`src/rtl/fc_pkg.sv`:
```
package fc_pkg;
    localparam int unsigned FC_ADDR_W    = 32;
    localparam int unsigned FC_OFFSET_W  = 6;
    localparam int unsigned FC_DATA_W    = 32;
    localparam int unsigned FC_STAGE_N   = 4;
    localparam int unsigned FC_MAIN_SETS = 16;
    localparam int unsigned FC_MAIN_WAYS = 2;

    typedef enum logic [0:0] {
        S_IDLE = 1'b0,
        S_FILL = 1'b1
    } fc_state_e;
endpackage

```
`src/rtl/fc_stage_store.sv`:
```
module fc_stage_store #(
    parameter int unsigned LINE_W  = 26,
    parameter int unsigned DATA_W  = 32,
    parameter int unsigned ENTRIES = 4
) (
    input  logic              clk,
    input  logic              rst_n,
    input  logic [LINE_W-1:0] lk_line,
    output logic              lk_hit,
    output logic [DATA_W-1:0] lk_data,
    input  logic              drop_en,
    input  logic              put_en,
    input  logic [LINE_W-1:0] put_line,
    input  logic [DATA_W-1:0] put_data
);
    localparam int unsigned IDX_W = (ENTRIES > 1) ? $clog2(ENTRIES) : 1;

    logic [ENTRIES-1:0] live_q;
    logic [LINE_W-1:0]  line_q [ENTRIES];
    logic [DATA_W-1:0]  data_q [ENTRIES];
    logic [IDX_W-1:0]   rank_q [ENTRIES];
    logic [ENTRIES-1:0] match_vec;
    logic [IDX_W-1:0]   match_idx;
    logic [IDX_W-1:0]   slot;
    logic               slot_found;

    for (genvar g = 0; g < ENTRIES; g++) begin : g_cmp
        assign match_vec[g] = live_q[g] && (line_q[g] == lk_line);
    end

    always_comb begin
        match_idx = '0;
        for (int i = 0; i < ENTRIES; i++) begin
            if (match_vec[i]) match_idx = IDX_W'(i);
        end
    end

    assign lk_hit  = |match_vec;
    assign lk_data = data_q[match_idx];

    // slot choice: lowest free entry, else the entry with the oldest rank
    always_comb begin
        slot       = '0;
        slot_found = 1'b0;
        for (int i = 0; i < ENTRIES; i++) begin
            if (!slot_found && !live_q[i]) begin
                slot       = IDX_W'(i);
                slot_found = 1'b1;
            end
        end
        if (!slot_found) begin
            for (int i = 0; i < ENTRIES; i++) begin
                if (rank_q[i] == IDX_W'(ENTRIES - 1)) slot = IDX_W'(i);
            end
        end
    end

    always_ff @(posedge clk) begin
        if (!rst_n) begin
            live_q <= '0;
            for (int i = 0; i < ENTRIES; i++) rank_q[i] <= IDX_W'(i);
        end else begin
            if (drop_en) live_q[match_idx] <= 1'b0;
            if (put_en) begin
                live_q[slot] <= 1'b1;
                for (int i = 0; i < ENTRIES; i++) begin
                    if (IDX_W'(i) == slot)          rank_q[i] <= '0;
                    else if (rank_q[i] < rank_q[slot]) rank_q[i] <= rank_q[i] + 1'b1;
                end
            end
        end
    end

    always_ff @(posedge clk) begin
        if (put_en) begin
            line_q[slot] <= put_line;
            data_q[slot] <= put_data;
        end
    end
endmodule

```
`src/rtl/fc_main_store.sv`:
```
module fc_main_store #(
    parameter int unsigned LINE_W = 26,
    parameter int unsigned DATA_W = 32,
    parameter int unsigned SETS   = 16
) (
    input  logic              clk,
    input  logic              rst_n,
    input  logic [LINE_W-1:0] lk_line,
    output logic              lk_hit,
    output logic [DATA_W-1:0] lk_data,
    input  logic              touch_en,
    input  logic              put_en,
    input  logic [LINE_W-1:0] put_line,
    input  logic [DATA_W-1:0] put_data
);
    localparam int unsigned WAYS  = fc_pkg::FC_MAIN_WAYS;
    localparam int unsigned SET_W = $clog2(SETS);
    localparam int unsigned TAG_W = LINE_W - SET_W;

    logic [TAG_W-1:0]  tag_q [SETS][WAYS];
    logic [DATA_W-1:0] dat_q [SETS][WAYS];
    logic [WAYS-1:0]   vld_q [SETS];
    logic [SETS-1:0]   old_q;

    logic [SET_W-1:0]  lk_set, put_set;
    logic [TAG_W-1:0]  lk_tag, put_tag;
    logic [WAYS-1:0]   way_hit;
    logic              hit_way;
    logic              put_way;

    assign lk_set  = lk_line[SET_W-1:0];
    assign lk_tag  = lk_line[LINE_W-1:SET_W];
    assign put_set = put_line[SET_W-1:0];
    assign put_tag = put_line[LINE_W-1:SET_W];

    for (genvar w = 0; w < WAYS; w++) begin : g_way
        assign way_hit[w] = vld_q[lk_set][w] && (tag_q[lk_set][w] == lk_tag);
    end

    assign lk_hit  = |way_hit;
    assign hit_way = way_hit[1];
    assign lk_data = dat_q[lk_set][hit_way];
    assign put_way = old_q[put_set];

    always_ff @(posedge clk) begin
        if (!rst_n) begin
            old_q <= '0;
            for (int s = 0; s < SETS; s++) vld_q[s] <= '0;
        end else begin
            if (touch_en) old_q[lk_set] <= ~hit_way;
            if (put_en) begin
                vld_q[put_set][put_way] <= 1'b1;
                old_q[put_set]          <= ~put_way;
            end
        end
    end

    always_ff @(posedge clk) begin
        if (put_en) begin
            tag_q[put_set][put_way] <= put_tag;
            dat_q[put_set][put_way] <= put_data;
        end
    end
endmodule

```
`src/rtl/fc_ctrl.sv`:
```
module fc_ctrl
    import fc_pkg::*;
#(
    parameter int unsigned LINE_W = 26,
    parameter int unsigned DATA_W = 32
) (
    input  logic              clk,
    input  logic              rst_n,
    input  logic              req_valid,
    input  logic [LINE_W-1:0] req_line,
    input  logic              stage_hit,
    input  logic [DATA_W-1:0] stage_data,
    input  logic              main_hit,
    input  logic [DATA_W-1:0] main_data,
    input  logic              fill_valid,
    input  logic [DATA_W-1:0] fill_data,
    output logic              req_ready,
    output logic              stage_drop,
    output logic              stage_put,
    output logic [LINE_W-1:0] stage_put_line,
    output logic              main_touch,
    output logic              main_put,
    output logic              resp_valid,
    output logic              resp_hit,
    output logic              resp_from_main,
    output logic [DATA_W-1:0] resp_data,
    output logic              miss_valid,
    output logic [LINE_W-1:0] miss_line
);
    fc_state_e state_q, state_d;
    logic      take;
    logic      any_hit;

    assign req_ready = (state_q == S_IDLE);
    assign take      = req_valid && req_ready;
    assign any_hit   = stage_hit || main_hit;

    assign stage_drop     = take && stage_hit;
    assign main_put       = take && stage_hit;
    assign main_touch     = take && main_hit;
    assign stage_put      = (state_q == S_FILL) && fill_valid;
    assign stage_put_line = miss_line;
    assign miss_valid     = (state_q == S_FILL);

    always_comb begin
        state_d = state_q;
        unique case (state_q)
            S_IDLE: if (take && !any_hit) state_d = S_FILL;
            S_FILL: if (fill_valid)       state_d = S_IDLE;
            default:                      state_d = S_IDLE;
        endcase
    end

    always_ff @(posedge clk) begin
        if (!rst_n) state_q <= S_IDLE;
        else        state_q <= state_d;
    end

    always_ff @(posedge clk) begin
        if (!rst_n) begin
            resp_valid     <= 1'b0;
            resp_hit       <= 1'b0;
            resp_from_main <= 1'b0;
            resp_data      <= '0;
            miss_line      <= '0;
        end else begin
            resp_valid <= 1'b0;
            unique case (state_q)
                S_IDLE: begin
                    if (take && any_hit) begin
                        resp_valid     <= 1'b1;
                        resp_hit       <= 1'b1;
                        resp_from_main <= main_hit;
                        resp_data      <= main_hit ? main_data : stage_data;
                    end else if (take) begin
                        miss_line <= req_line;
                    end
                end
                S_FILL: begin
                    if (fill_valid) begin
                        resp_valid     <= 1'b1;
                        resp_hit       <= 1'b0;
                        resp_from_main <= 1'b0;
                        resp_data      <= fill_data;
                    end
                end
                default: ;
            endcase
        end
    end
endmodule

```
`src/rtl/reuse_filter_cache.sv`:
```
module reuse_filter_cache
    import fc_pkg::*;
#(
    parameter int unsigned ADDR_W   = FC_ADDR_W,
    parameter int unsigned OFFSET_W = FC_OFFSET_W,
    parameter int unsigned DATA_W   = FC_DATA_W,
    parameter int unsigned STAGE_N  = FC_STAGE_N,
    parameter int unsigned SETS     = FC_MAIN_SETS,
    localparam int unsigned LINE_W  = ADDR_W - OFFSET_W
) (
    input  logic              clk,
    input  logic              rst_n,
    input  logic              req_valid,
    input  logic [ADDR_W-1:0] req_addr,
    output logic              req_ready,
    output logic              resp_valid,
    output logic              resp_hit,
    output logic              resp_from_main,
    output logic [DATA_W-1:0] resp_data,
    output logic              miss_valid,
    output logic [LINE_W-1:0] miss_line,
    input  logic              fill_valid,
    input  logic [DATA_W-1:0] fill_data
);
    logic [LINE_W-1:0] req_line;
    logic              offset_unused;
    logic              stage_hit, main_hit;
    logic [DATA_W-1:0] stage_data, main_data;
    logic              stage_drop, stage_put, main_touch, main_put;
    logic [LINE_W-1:0] stage_put_line;

    assign req_line      = req_addr[ADDR_W-1:OFFSET_W];
    assign offset_unused = ^req_addr[OFFSET_W-1:0];

    fc_stage_store #(.LINE_W(LINE_W), .DATA_W(DATA_W), .ENTRIES(STAGE_N)) u_stage (
        .clk      (clk),
        .rst_n    (rst_n),
        .lk_line  (req_line),
        .lk_hit   (stage_hit),
        .lk_data  (stage_data),
        .drop_en  (stage_drop),
        .put_en   (stage_put),
        .put_line (stage_put_line),
        .put_data (fill_data)
    );

    fc_main_store #(.LINE_W(LINE_W), .DATA_W(DATA_W), .SETS(SETS)) u_main (
        .clk      (clk),
        .rst_n    (rst_n),
        .lk_line  (req_line),
        .lk_hit   (main_hit),
        .lk_data  (main_data),
        .touch_en (main_touch),
        .put_en   (main_put),
        .put_line (req_line),
        .put_data (stage_data)
    );

    fc_ctrl #(.LINE_W(LINE_W), .DATA_W(DATA_W)) u_ctrl (
        .clk            (clk),
        .rst_n          (rst_n),
        .req_valid      (req_valid),
        .req_line       (req_line),
        .stage_hit      (stage_hit),
        .stage_data     (stage_data),
        .main_hit       (main_hit),
        .main_data      (main_data),
        .fill_valid     (fill_valid),
        .fill_data      (fill_data),
        .req_ready      (req_ready),
        .stage_drop     (stage_drop),
        .stage_put      (stage_put),
        .stage_put_line (stage_put_line),
        .main_touch     (main_touch),
        .main_put       (main_put),
        .resp_valid     (resp_valid),
        .resp_hit       (resp_hit),
        .resp_from_main (resp_from_main),
        .resp_data      (resp_data),
        .miss_valid     (miss_valid),
        .miss_line      (miss_line)
    );
endmodule

```
`config.mk`:
```
export PLATFORM = sky130hd
export DESIGN_NAME = reuse_filter_cache
export DESIGN_NICKNAME = d
export VERILOG_FILES = /design/src/rtl/fc_pkg.sv /design/src/rtl/fc_stage_store.sv /design/src/rtl/fc_main_store.sv /design/src/rtl/fc_ctrl.sv /design/src/rtl/reuse_filter_cache.sv
export SDC_FILE = /design/constraint.sdc
export NUM_CORES = 2
export LEC_CHECK = 0
export BUFFER_PORTS_ARGS = -buffer_cell sky130_fd_sc_hd__buf_2
export CAP_MARGIN = 5
export CORE_AREA = 5 5 492 494
export DETAILED_ROUTE_END_ITERATION = 10
export DIE_AREA = 0 0 497 499
export GPL_ROUTABILITY_DRIVEN = 0
export HOLD_SLACK_MARGIN = 0.1
export PLACE_DENSITY = 0.5
export SYNTH_ARGS = -nofsm -noshare
export SYNTH_HDL_FRONTEND = slang
export SYNTH_SLANG_ARGS = --single-unit
```
`constraint.sdc`:
```
create_clock -name clk -period 17.9 [get_ports clk]
set_input_delay 1.79 -clock clk [delete_from_list [all_inputs] [get_ports clk]]
set_output_delay 1.79 -clock clk [all_outputs]
set_load 0.02 [all_outputs]
```
### Word-level counts from Yosys, hierarchy flattened

Memory sizes are Yosys's and may differ from the RTL's.
Index checks and enable logic that the tools add are counted.
W data, S select, Z words.

| word-level totals | value |
|---|---|
| register bits | 82 |
| bits in writable memories | 2000 |
| input bits | 68 |
| output and inout port bits | 63 |
| logic and storage cells | 208 |
| memories | 6 |

Memories:

| memory | depth | width | rd ports | clocked after Yosys merged registers in | wr ports | line | RTL |
|---|---|---|---|---|---|---|---|
| u_main.dat_q | 16 | 64 | 1 | 0 | 1 | fc_main_store.sv:21 | `logic [DATA_W-1:0] dat_q [SETS][WAYS];` |
| u_main.tag_q | 16 | 44 | 1 | 0 | 1 | fc_main_store.sv:20 | `logic [TAG_W-1:0] tag_q [SETS][WAYS];` |
| u_stage.data_q | 4 | 32 | 1 | 0 | 1 | fc_stage_store.sv:20 | `logic [DATA_W-1:0] data_q [ENTRIES];` |
| u_stage.line_q | 4 | 26 | 4 | 0 | 1 | fc_stage_store.sv:19 | `logic [LINE_W-1:0] line_q [ENTRIES];` |
| u_main.vld_q | 16 | 2 | 1 | 0 | 16 | fc_main_store.sv:22 | `logic [WAYS-1:0] vld_q [SETS];` |
| u_stage.rank_q | 4 | 2 | 5 | 0 | 4 | fc_stage_store.sv:21 | `logic [IDX_W-1:0] rank_q [ENTRIES];` |

| operators by class | value |
|---|---|
| $add $sub $neg | 4 |
| $lt $le $gt $ge | 15 |
| equal/unequal tests | 15 |
| muxes and demuxes | 110 |
| bitwise gates (word level) | 17 |
| reduce and logical (&&, ||, !) cells | 33 |

Operators by type and width:

| kind | count |
|---|---|
| $mux W32 | 7 |
| $eq A26 B26 Y1 | 4 |
| $mux W64 | 1 |
| $pmux W32 S2 | 1 |
| $mux W1 | 59 |
| $mux W16 | 3 |
| $eq A22 B22 Y1 | 2 |
| $mux W44 | 1 |
| $mux W2 | 20 |
| $bwmux W16 | 2 |
| $demux W32 S1 | 1 |
| $demux W22 S1 | 1 |
| $mux W22 | 1 |
| $logic_and A1 B1 Y1 | 20 |
| $mux W4 | 4 |
| $add A2 B1 Y2 const B | 4 |
| $eq A2 B2 Y1 const B | 4 |
| $lt A2 B2 Y1 | 4 |
| $or A1 B1 Y1 | 8 |
| $pmux W1 S2 | 4 |
| $logic_not A1 Y1 | 6 |
| $lt A2 B3 Y1 const B | 2 |
| $lt A4 B5 Y1 const B | 1 |
| $and A4 B4 Y4 | 1 |
| 23 further kinds | 33 |

### Longest topological paths before layout

An unclocked memory read counts as a cell.

| logic depth | value |
|---|---|
| depth in word-level cells | 22 |
| gate-level depth with buffers | 18 |
| depth with buffers taken out | 11 |

### Modules after synthesis

From an unflattened synthesis, not the netlist that was laid out.

| second synthesis, totals | value |
|---|---|
| cell total of the unflattened synthesis | 3930 |
| area total of the unflattened synthesis | 82535.4 um^2 |

Modules (own cells, without submodules):

| module | instances | cells each | area each (um^2) | sequential area each (um^2) |
|---|---|---|---|---|
| fc_main_store | 1 | 2870 | 68538.2 | 52850.7 |
| fc_stage_store | 1 | 709 | 10623.9 | 7287.0 |
| fc_ctrl | 1 | 351 | 3373.2 | 1241.2 |

### Worst setup path before layout

Ideal clock, no wire load.

| timing | value |
|---|---|
| path kind | input -> register |
| start point | in req_addr[7] |
| end point | mem u_main.dat_q[7][32] (netlist bit) (enable) |
| library setup time | 537 ps |
| arrival time | 7934 ps |
| required time | 17363 ps |
| setup slack | 9430 ps |
| cell stages on the path | 11 |
| buffers on the path | 3 |
| cells stage by stage | buf_6 > buf_8 > xnor2_1 > nand4_1 > or4_1 > or4_1 > clkbuf_1 > nor3b_2 > a21oi_4 > nand2_1 > nor3_1 |

| on the way | value |
|---|---|
| longest elaborated chain between the ends | 8 |
| elaborated cells on any way between the ends | 20 |
| those cells by class | order compare (2); eq/ne (4); mux (6); bitwise (1); reduce/logical (7) |

Ends and longest elaborated chain:

| what | line | RTL |
|---|---|---|
| start, declared | reuse_filter_cache.sv:14 | `input logic [ADDR_W-1:0] req_addr,` |
| $bmux W1 S4 | fc_main_store.sv:43 | `assign put_way = old_q[put_set];` |
| $mux W1 (not written as such) | fc_main_store.sv:43 |  |
| $not A1 Y2 (not written as such) | fc_main_store.sv:61 | `dat_q[put_set][put_way] <= put_data;` |
| $ge A2 B2 Y1 (not written as such) or $lt A2 B1 Y1 (tied branches) | fc_main_store.sv:61 |  |
| $logic_and A1 B1 Y1 (not written as such) | fc_main_store.sv:61 |  |
| $mux W32 (not written as such) | fc_main_store.sv:61 |  |
| $demux W32 S1 | fc_main_store.sv:61 |  |
| $mux W64 (not written as such) | fc_main_store.sv:61 |  |
| end, declared | fc_main_store.sv:21 |  |

Parallel ways exist; a longest one is shown, timed or not. The select of a mux whose other input is x is not followed.

### Worst setup path in the final report

| timing | value |
|---|---|
| start point | in req_addr[6] |
| end point | reg u_ctrl.resp_data[15] |

| on the way | value |
|---|---|
| longest elaborated chain between the ends | 10 |
| elaborated cells on any way between the ends | 32 |
| those cells by class | eq/ne (7); mux (9); bitwise (1); reduce/logical (11); memory (4) |

Ends and longest elaborated chain:

| what | line | RTL |
|---|---|---|
| $mem_v2 Z16 W44 | - |  |
| $eq A22 B22 Y1 | fc_main_store.sv:37 | `assign way_hit[w] = vld_q[lk_set][w] && (tag_q[lk_set][w] == lk_tag);` |
| $logic_and A1 B1 Y1 | fc_main_store.sv:37 |  |
| $not A1 Y2 (not written as such) | fc_main_store.sv:42 | `assign lk_data = dat_q[lk_set][hit_way];` |
| $mux W32 (not written as such) (3 in a row) | fc_main_store.sv:42 |  |
| $mux W32 | fc_ctrl.sv:74 | `resp_data <= main_hit ? main_data : stage_data;` |
| $mux W32 | fc_ctrl.sv:70 | `if (take && any_hit) begin` |
| $pmux W32 S2 | fc_ctrl.sv:68 | `unique case (state_q)` |
| end signal, assigned | fc_ctrl.sv:74 |  |
| end signal, assigned | fc_ctrl.sv:84 | `resp_data <= fill_data;` |
| end, declared | fc_ctrl.sv:26 | `output logic [DATA_W-1:0] resp_data,` |

Parallel ways exist; a longest one is shown, timed or not. The select of a mux whose other input is x is not followed.
A chain may end at the register's enable or synchronous reset.

==> flow_summary.toml <==
[power_and_ir_drop]
leakage_nw = 30.0
internal-power_mw = 8.02
clockPowerShare_pct = 43.1
swShare_pct = 21.8
irDropWorstVdd_mv = 0.106
combPwrFrac_pct = 4.8
p_sw_mw = 2.23
powerDensity_nw_per_um2 = 109
seq_power_share_pct = 52.0

[synthesis]
avgSynthCellArea_um2 = 19.8
synth_top_flop_cell = "edfxtp_1"
ys_seq_area_share_pct = 74.3
synth_seq_cells = 2082
synthAdderAreaFrac_pct = 0.0606
syn_nets = 4237
synth_cell_type_count = 92
synthMuxAreaShare_pct = 15.3
ys_async_sr_fraction_pct = 0
synthesis.area_um2 = 82600
synth_top_family_by_area = "multiplexers"
synth_simple_gate_area_share_pct = 3.02
yosys.area_share.xor_xnor_pct = 1.54
synth_compound_area_share_pct = 3.74
synthTopCellsByArea = "edfxtp_1 72%, mux4_2 12%, dfxtp_1 2.8%, mux2i_1 2.2%, nor2_1 0.95%"
yosysTopAreaCellShare_pct = 71.6
synth_edf_count = 1968
synthCells = 4165
yosysTopAreaCell = "edfxtp_1"
yosysWarnings = 0

[floorplan]
die-area_um2 = 248000
rows = 179
io_pins = 131
floorplan.initialDensity_pct = 34.9
die_h_um = 499
die_width_um = 497
core_um2 = 237000

[timing]
fmax_ghz = 0.139
max_slew.worst_pin.slew_ns = 1.36
fin_setup_tns_ns = 0
post-route-period-util_pct = 40.2
relSlewSlack_pct = 9.08
setup_viol = 0
fin_skew_ns = 0.0752
hold_viol_final = 0
fin_crit_ns = 7.19
drv_slew = 0
rsz0062_at_grt = "false"

[route]
ant_nets = 0
vias_per_cell = 5.46
drt_wl_total_um = 247000
vias = 42406
wl_per_cell_um = 31.8
drc_errors = 0
first_pass_iters = 5
drt_iter0_markers = 4496

[final_layout]
mostFrequentLayoutCells = "1968 x edfxtp_1, 447 x mux4_2, 218 x clkbuf_16, 185 x mux2i_1, 179 x nor2_1"
nets = 4493
syn_to_final_growth_pct = 14.1
drive_gt1_share_pct = 25.3
seq_area_um2 = 61400
layoutNonFillerInstCount = 7772
multi_input_area_um2 = 19900
final_common_cell = "edfxtp_1"
nFillCells = 21447

[placed_design]
dp.cells = 7369
place_hpwl_um = 136000
io_buffers = 124

[critical_path]
ff2ff_setup_slack_ns = 12.00
cp-start-kind = "input port"
crit_fanout = 51
worstReg2RegStart = "u_stage.line_q[2][13]"
critPathRequiredTime_ns = 18.70
reg2reg_depth = 11
critical_path_class = "in2reg"
crit_path_end_kind = "register"
cp.arrival_ns = 7.99
r2r_end = "u_main.tag_q[14][12]"

[cts]
cts_sinks = 2082
insertion_delay_ns = 0.87
cts_max_level = 4
holdBufCountCts = 0
path_clk_slew_ns = 0.06
cts_resized = 0
cts-buffers-inserted = 216
post_cts_buffers = 0
cts_tree = "done"
clk_path_buf_depth = 3
root_buffer = "clkbuf_16"

[global_routing]
grt_use_total_pct = 19.5
grt-ovfl-total = 0
grt_pass1_vias = 42760
grt_pass1_wl_um = 344000
grt_antenna_before_repair = 20
grt_max_degree = 117

[min_path]
hold_path_class = "reg2reg"
hold_start = "u_main.vld_q[1][1]"
worstHoldPathCells = 1
min_to = "u_main.vld_q[1][1]"

[run]
maxCapViolCount = 0

[outcome]
status = "completed"
==> logic make-up after synthesis <==
| group | count (synthesis) |
|---|---|
| AO/OA/AOI/OAI | 424 |
| adder cells (fa/ha/maj) | 4 |
| multiplexers | 690 |
| flip-flops | 2082 |
| XOR/XNOR | 145 |
| AND/OR/NAND/NOR | 519 |
| buffers and inverters | 301 |
==> how the worst max path moves through the flow <==
stage                     start                    to  slack, ns  cells past startpoint
global placement    req_addr[6]  u_ctrl.resp_data[19]       9.82                     15
floorplan           req_addr[7]   u_main.dat_q[7][32]       9.43                     11
detailed placement  req_addr[6]  u_ctrl.resp_data[19]       9.77                     15
CTS                 req_addr[6]  u_ctrl.resp_data[19]      10.72                     15
finish              req_addr[6]  u_ctrl.resp_data[15]      10.71                     14
global route        req_addr[6]  u_ctrl.resp_data[15]      10.47                     14
==> layout make-up <==
class | instances | area share (%)
Timing Repair Buffer | 276 | 1.94
Antenna cell | 4 | 0.0106
Inverter | 63 | 0.261
Clock inverter | 105 | 1.16
Tap cell | 3167 | 4.20
Clock buffer | 293 | 6.21
Sequential cell | 2082 | 65.1
Multi-Input combinational cell | 1782 | 21.1
==> synth_stat cells, drive strengths merged (6+ instances only) <==
library cell and count:
edfxtp 1968, mux4 452, nor2 209, mux2i 185
buf 136, dfxtp 114, nand2 102, o21ai 96
clkbuf 93, xor2 77, xnor2 68, inv 61
a21oi 57, mux2 53, nand4 36, nor2b 36
o21a 36, a22oi 35, nor3 33, a311oi 30
a221o 29, o22ai 28, nor4 23, nand3 18
a31oi 17, o211ai 16, a211oi 13, nand2b 13
and2 10, and3 9, or4 9, dlygate4sd1 7
a32oi 6, o31a 6, or3 6
==> state kept, by name, indices dropped and copies added (netlist names) <==
name and flops:
u_ctrl.resp_hit 1, u_ctrl.miss_line 26, u_main.vld_q 32, u_main.old_q 16, u_main.tag_q 704, u_stage.line_q 104
u_ctrl.resp_data 32, u_ctrl.resp_valid 1, u_stage.data_q 128, u_ctrl.miss_valid 1, u_ctrl.resp_from_main 1, u_stage.live_q 4
u_stage.rank_q 8, u_main.dat_q 1024
==> per-stage QoR <==
step / hold slack (ns) / area (um^2) / total power [mW] / utilization (%) / setup WS, ns
finish: 0.461 / 94300 / 10.3 / 39.8 / 10.71
floorplan: 0.435 / 82600 / 5.75 / - / 9.43
global placement: 0.441 / 87300 / 5.94 / 36.8 / 9.82
detailed placement: 0.452 / 87300 / 5.94 / 36.8 / 9.77
CTS: 0.466 / 94200 / 10.4 / 39.8 / 10.72
global route: 0.476 / 94300 / 10.6 / 39.8 / 10.47
==> power by group through the flow <==
stage               clock network [mW]  logic (mW)  registers, mW
finish                            4.42       0.496           5.34
global route                      4.72       0.529           5.33
CTS                               4.51       0.504           5.34
detailed placement                   0       0.503           5.44
global placement                     0       0.499           5.44
floorplan                            0       0.305           5.44
==> critical path, cell delays in order <==
cell and delay [ns]:
buf_8 0.38, buf_4 0.60, buf_4 0.67, mux4_2 0.65
a2111oi_0 0.46, a2bb2oi_1 0.11, o31a_1 0.44, nor3_1 0.24
and3_2 0.83, buf_4 0.46, nor2_4 0.03, buf_4 0.32
a221o_1 0.51, a21oi_2 0.16
==> routing by layer <==
metal	share of wire [%]	track usage, %
met2	48	31.4
met3	5.9	3.23
met4	2.2	4.77
met5	0.011	0
met1	44	27.9
Power figures use the tool's default switching activity.
